File: config.mk
export PLATFORM = sky130hd
export DESIGN_NAME = wake_detect
export DESIGN_NICKNAME = d
export VERILOG_FILES = /design/src/rtl/wake_pkg.sv /design/src/rtl/wake_sync.sv /design/src/rtl/wake_regs.sv /design/src/rtl/wake_fsm.sv /design/src/rtl/wake_detect.sv
export SDC_FILE = /design/constraint.sdc
export NUM_CORES = 1
export LEC_CHECK = 0
export ABC_AREA = 1
export CORE_MARGIN = 4
export CORE_UTILIZATION = 44
export DETAILED_ROUTE_END_ITERATION = 10
export PLACE_DENSITY = 0.86
export SYNTH_ARGS = -nofsm -noshare
export SYNTH_HDL_FRONTEND = slang
export SYNTH_HIERARCHICAL = 1
export SYNTH_SLANG_ARGS = --single-unit
File: constraint.sdc
create_clock -name clk -period 3.15 [get_ports clk]
set_clock_uncertainty 0.15 [all_clocks]
set_input_delay 0.315 -clock clk [delete_from_list [all_inputs] [get_ports clk]]
set_output_delay 0.315 -clock clk [all_outputs]
set_load 0.02 [all_outputs]
File: src/rtl/wake_pkg.sv
package wake_pkg;
    localparam int N_PINS    = 6;
    localparam int ADDR_W    = 12;
    localparam int DATA_W    = 32;

    localparam logic [ADDR_W-1:0] OFS_CTRL  = 12'h12C;
    localparam logic [ADDR_W-1:0] OFS_CMD   = 12'h130;
    localparam logic [ADDR_W-1:0] OFS_EN    = 12'h134;
    localparam logic [ADDR_W-1:0] OFS_LEVEL = 12'h138;
    localparam logic [ADDR_W-1:0] OFS_CAUSE = 12'h13C;

    typedef enum logic [1:0] {
        ST_IDLE    = 2'd0,
        ST_ARMED   = 2'd1,
        ST_PENDING = 2'd2
    } wake_state_t;
endpackage

File: src/rtl/wake_sync.sv
module wake_sync #(
    parameter int WIDTH  = 6,
    parameter int STAGES = 2
) (
    input  logic             clk,
    input  logic             rst_n,
    input  logic [WIDTH-1:0] d_i,
    output logic [WIDTH-1:0] q_o
);
    logic [WIDTH-1:0] chain [STAGES];

    generate
        for (genvar s = 0; s < STAGES; s++) begin : g_stage
            always_ff @(posedge clk or negedge rst_n) begin
                if (!rst_n) begin
                    chain[s] <= '0;
                end else if (s == 0) begin
                    chain[s] <= d_i;
                end else begin
                    chain[s] <= chain[(s == 0) ? 0 : s-1];
                end
            end
        end
    endgenerate

    assign q_o = chain[STAGES-1];
endmodule

File: src/rtl/wake_regs.sv
module wake_regs
    import wake_pkg::*;
(
    input  logic              clk,
    input  logic              rst_n,
    input  logic [ADDR_W-1:0] bus_addr,
    input  logic [DATA_W-1:0] bus_wdata,
    input  logic              bus_we,
    input  logic [N_PINS-1:0] cause_i,
    output logic [N_PINS-1:0] en_o,
    output logic [N_PINS-1:0] level_o,
    output logic              retain_o,
    output logic              clr_o,
    output logic [DATA_W-1:0] bus_rdata
);
    localparam int PAD_W = DATA_W - N_PINS;

    logic [N_PINS-1:0] en_q;
    logic [N_PINS-1:0] level_q;
    logic              retain_q;

    always_ff @(posedge clk or negedge rst_n) begin
        if (!rst_n) begin
            en_q     <= '0;
            level_q  <= '0;
            retain_q <= 1'b0;
        end else if (bus_we) begin
            if (bus_addr == OFS_EN)    en_q     <= bus_wdata[N_PINS-1:0];
            if (bus_addr == OFS_LEVEL) level_q  <= bus_wdata[N_PINS-1:0];
            if (bus_addr == OFS_CTRL)  retain_q <= bus_wdata[0];
        end
    end

    assign clr_o = bus_we && (bus_addr == OFS_CMD) && bus_wdata[0];

    always_comb begin
        unique case (bus_addr)
            OFS_CTRL:  bus_rdata = {{(DATA_W-1){1'b0}}, retain_q};
            OFS_EN:    bus_rdata = {{PAD_W{1'b0}}, en_q};
            OFS_LEVEL: bus_rdata = {{PAD_W{1'b0}}, level_q};
            OFS_CAUSE: bus_rdata = {{PAD_W{1'b0}}, cause_i};
            default:   bus_rdata = '0;
        endcase
    end

    assign en_o     = en_q;
    assign level_o  = level_q;
    assign retain_o = retain_q;
endmodule

File: src/rtl/wake_fsm.sv
module wake_fsm
    import wake_pkg::*;
(
    input  logic              clk,
    input  logic              rst_n,
    input  logic              sleep_i,
    input  logic [N_PINS-1:0] pin_s_i,
    input  logic [N_PINS-1:0] en_i,
    input  logic [N_PINS-1:0] level_i,
    input  logic              clr_i,
    output logic [N_PINS-1:0] cause_o,
    output logic              wake_req_o
);
    wake_state_t       state_q, state_d;
    logic [N_PINS-1:0] cause_q, cause_d;
    logic [N_PINS-1:0] hits;

    assign hits = en_i & ~(pin_s_i ^ level_i) & {N_PINS{sleep_i}};

    // next-state and cause update
    always_comb begin
        cause_d = clr_i ? '0 : (cause_q | hits);
        state_d = state_q;
        unique case (state_q)
            ST_IDLE: begin
                if (cause_d != '0)  state_d = ST_PENDING;
                else if (sleep_i)   state_d = ST_ARMED;
            end
            ST_ARMED: begin
                if (cause_d != '0)  state_d = ST_PENDING;
                else if (!sleep_i)  state_d = ST_IDLE;
            end
            ST_PENDING: begin
                if (cause_d == '0)  state_d = sleep_i ? ST_ARMED : ST_IDLE;
            end
            default:                state_d = ST_IDLE;
        endcase
    end

    always_ff @(posedge clk or negedge rst_n) begin
        if (!rst_n) begin
            state_q <= ST_IDLE;
            cause_q <= '0;
        end else begin
            state_q <= state_d;
            cause_q <= cause_d;
        end
    end

    // outputs
    always_comb begin
        unique case (state_q)
            ST_PENDING: wake_req_o = 1'b1;
            default:    wake_req_o = 1'b0;
        endcase
    end
    assign cause_o = cause_q;

    AST_CLR_EMPTIES: assert property (@(posedge clk) disable iff (!rst_n)
        clr_i |=> cause_q == '0);
    AST_CAUSE_STICKY: assert property (@(posedge clk) disable iff (!rst_n)
        !clr_i |=> (cause_q & $past(cause_q)) == $past(cause_q));
    AST_NO_DETECT_AWAKE: assert property (@(posedge clk) disable iff (!rst_n)
        (!sleep_i && !clr_i) |=> cause_q == $past(cause_q));
    AST_DISABLED_QUIET: assert property (@(posedge clk) disable iff (!rst_n)
        !clr_i |=> (cause_q & ~$past(cause_q) & ~$past(en_i)) == '0);
    AST_REQ_MATCH: assert property (@(posedge clk) disable iff (!rst_n)
        wake_req_o == (cause_q != '0));
endmodule

File: src/rtl/wake_detect.sv
module wake_detect
    import wake_pkg::*;
(
    input  logic              clk,
    input  logic              rst_n,
    input  logic [5:0]        wake_pin,
    input  logic              sleep_i,
    input  logic [11:0]       bus_addr,
    input  logic [31:0]       bus_wdata,
    input  logic              bus_we,
    output logic [31:0]       bus_rdata,
    output logic              wake_req,
    output logic [5:0]        wake_cause,
    output logic              retain_flag,
    output logic              pin_hold
);
    logic [N_PINS-1:0] pin_s, en, level, cause;
    logic              retain, clr;

    wake_sync #(.WIDTH(N_PINS), .STAGES(2)) u_sync (
        .clk(clk), .rst_n(rst_n), .d_i(wake_pin), .q_o(pin_s)
    );

    wake_regs u_regs (
        .clk(clk), .rst_n(rst_n), .bus_addr(bus_addr), .bus_wdata(bus_wdata),
        .bus_we(bus_we), .cause_i(cause), .en_o(en), .level_o(level),
        .retain_o(retain), .clr_o(clr), .bus_rdata(bus_rdata)
    );

    wake_fsm u_fsm (
        .clk(clk), .rst_n(rst_n), .sleep_i(sleep_i), .pin_s_i(pin_s),
        .en_i(en), .level_i(level), .clr_i(clr),
        .cause_o(cause), .wake_req_o(wake_req)
    );

    assign wake_cause  = cause;
    assign retain_flag = retain;
    assign pin_hold    = retain & sleep_i;

    AST_HOLD_NEEDS_SLEEP: assert property (@(posedge clk) disable iff (!rst_n)
        pin_hold |-> (sleep_i && retain_flag));
endmodule

==> run_results.csv <==
group,metric,value,unit
timing,period_minus_slack,2.77,ns
cells_and_area,drive_above_1_share,15.6,%
synthesis,postSynthAreaPerCell,8.26,µm²
worst_setup_path,worstReg2RegEnd,"u_fsm/state_q[1]",
power_and_ir_drop,p_comb_share,11.6,%
synthesis,yosysTopAreaCell,"dfrtp_1",
timing,tns,0,ns
worst_setup_path,startpoint,"bus_addr[8]",
status,status,"finished clean",
synthesis,ys_seq_elements,33,
floorplanning,die_area,5520,µm²
synthesis,yosys_warnings,6,
synthesis,synthCells,234,
floorplanning,core,4120,µm²
placed_design,place_congestion,0.805,
route,dr.pass1.iters,4,
route,wl_met1,1450,µm
worst_setup_path,crit-reg2reg-launch,"u_regs/level_o[2]",
grt,grt_pass1_wl,5840,µm
timing,finalSetupViolCount,0,
min_path,hold_depth,0,
placed_design,place_hpwl,2720,µm
worst_setup_path,crit_required,2.68,ns
clocking,cts.sinks,33,
placed_design,portBuffers,42,
timing,final_hold_viol_count,0,
power_and_ir_drop,power_switching,205,µW
power_and_ir_drop,netSwitchingFraction,24.8,%
floorplanning,die_w,74.3,µm
timing,drv_slew,0,
synthesis,syn_area,1930,µm²
cells_and_area,layout_commonest_cell,"nand2_1",
synthesis,synthDominantCellAreaShare,42.7,%
worst_setup_path,worst-r2r-setup-slack,1.87,ns
clocking,post-cts-setup-buffer-count,0,
min_path,hold_path_class,"flop to flop",
cells_and_area,final_cell_mix,"nand2_1, clkdlybuf4s50_1, inv_1, dfrtp_1, nand3_1",
worst_setup_path,crit_path_start_kind,"input pin",
timing,rsz0062_at_grt,"no",
run,maxCapViolations,0,
power_and_ir_drop,total_power,827,µW
power_and_ir_drop,pwr_density_cell,355,nW/µm²
clocking,cts_root_buffer,"clkbuf_8",
grt,grt_antenna_before_repair,0,
clocking,clk_latency,0.28,ns
route,route.met3.wl,359,µm
clocking,htree_levels,2,
route,routedWlPerCell,11.0,µm
grt,gr-usage-all-layers,14.2,%
route,ant_nets,0,
grt,overflow,0,
synthesis,synthTopCellsByArea,"dfrtp_1, buf_4, nand2_1",
power_and_ir_drop,peakVddDrop,318,µV
worst_setup_path,worstRegToRegCells,8,
route,routed_wl,3560,µm
clocking,clk_path_buf_depth,2,
clocking,tritoncts.num_buffers,5,
worst_setup_path,endpoint_kind,"output port",
floorplanning,num_io_pins,95,
route,vias,1438,
route,drt_iter0_drc,61,
floorplanning,row_count,23,
route,top_layer,"met4",
clocking,path_clk_slew,0.06,ns
floorplanning,die_h,74.3,µm
cells_and_area,diodes,0,
synthesis,yosysUniqueCellTypes,22,
cells_and_area,multi_input_area,748,µm²
clocking,cts_tree,"yes",
min_path,min_from,"u_sync/chain[10]",
cells_and_area,seq_area,826,µm²
power_and_ir_drop,leakage,1.14,nW
power_and_ir_drop,internal_power,622,µW
synthesis,yosysSeqAreaShare,42.7,%
worst_setup_path,critPathMaxFanout,20,
route,wl_met2,1660,µm
cells_and_area,final_util,56.5,%
grt,grt_max_degree,34,
route,drc_errors,0,
floorplanning,start_util,47.0,%
cells_and_area,synthToLayoutAreaGrowth,20.3,%
timing,fmax,362,MHz
min_path,whs_endpoint,"u_sync/q_o[4]",
cells_and_area,fin_nets,328,
timing,fin_crit_sh,87.8,%
route,viasPerCell,4.42,
grt,grt_pass1_vias,1323,
cells_and_area,nFillCells,384,
power_and_ir_drop,power_frac_seq,52.8,%
clocking,cts_resized,0,
worst_setup_path,worstPathArrival,2.30,ns
worst_setup_path,critical_path_class,"input pin to output port",
power_and_ir_drop,power.share.clock,35.6,%
clocking,ctsHoldBuffers,0,
-- routing by layer --
metal,track usage (%),up-vias
met5,0,-
li1,-,738
met2,23.5,59
met3,4.73,7
met1,16.6,634
met4,7.11,0
-- registers in the layout, indices dropped and copies added, names as in the netlist --
name             flops
u_regs/en_o          6
u_sync/chain         6
u_fsm/state_q        2
u_fsm/cause_o        6
u_sync/q_o           6
u_regs/retain_o      1
u_regs/level_o       6
-- synthesized netlist by cell type --
| master | number |
|---|---|
| nand3_2 | 1 |
| inv_1 | 37 |
| buf_6 | 3 |
| nand3b_1 | 1 |
| o21ai_0 | 1 |
| conb_1 | 1 |
| nor4_1 | 1 |
| a21oi_1 | 5 |
| nor2_4 | 3 |
| nand3_1 | 29 |
| bufinv_8 | 1 |
| dfrtp_1 | 33 |
| nand2_2 | 8 |
| nand3_4 | 1 |
| o21ai_2 | 13 |
| inv_2 | 4 |
| buf_4 | 33 |
| nor2_2 | 3 |
| or2_0 | 2 |
| nor2_1 | 6 |
| and2_1 | 1 |
| nand2_1 | 47 |
-- how the worst max path moves through the flow --
stage,to,cells past startpoint,slack (ns)
floorplan,u_fsm/state_q[0],9,1.40
global placement,bus_rdata[0],10,0.41
CTS,bus_rdata[0],10,0.38
global route,bus_rdata[0],10,0.19
detailed placement,bus_rdata[0],10,0.37
finish,bus_rdata[0],10,0.38
-- cell families (layout without fill, tap and decap cells) --
logic type / after synthesis / count (layout) / share of synthesized area (%)
DFF: 33 / 33 / 42.7
buffers and inverters: 78 / 94 / 23.4
other: 1 / 26 / 0.194
and+or+nand+nor: 103 / 103 / 26.2
AOI/OAI and AO/OA: 19 / 19 / 7.44
-- critical path, stage by stage --
cell             delay [ns]
clkdlybuf4s50_1        0.45
inv_1                  0.04
nor2_2                 0.06
nand2_1                0.11
nor2_4                 0.40
nand3_1                0.12
nand2_1                0.09
inv_1                  0.04
nand2_1                0.06
clkdlybuf4s50_1        0.60
-- metrics by stage --
stage / hold WS (ns) / area [µm²] / instances / worst slack, ns
floorplan: -0.131 / 2030 / 259 / 1.40
global placement: 0.182 / 2240 / 317 / 0.406
detailed placement: 0.186 / 2240 / 317 / 0.369
CTS: 0.200 / 2330 / 325 / 0.377
global route: 0.202 / 2330 / 325 / 0.191
finish: 0.199 / 2330 / 325 / 0.384
-- power by group through the flow --
| stage | clock [mW] | combinational, mW | sequential, mW |
|---|---|---|---|
| after global routing | 0.329 | 0.106 | 0.437 |
| after floorplan | 0 | 0.0759 | 0.443 |
| after CTS | 0.309 | 0.0965 | 0.436 |
| final | 0.294 | 0.0962 | 0.436 |
| after detailed placement | 0 | 0.0962 | 0.444 |
| after global placement | 0 | 0.0952 | 0.444 |
-- area by class of cell --
| class | count | share of cell area, % |
|---|---|---|
| sequential | 33 | 35.5 |
| multi-input combinational | 148 | 32.2 |
| timing repair buffer | 44 | 18.7 |
| inverter | 42 | 7.37 |
| clock buffer | 6 | 3.12 |
| tap | 50 | 2.69 |
| clock inverter | 2 | 0.430 |
No activity file was read; power rests on OpenSTA's default activity.
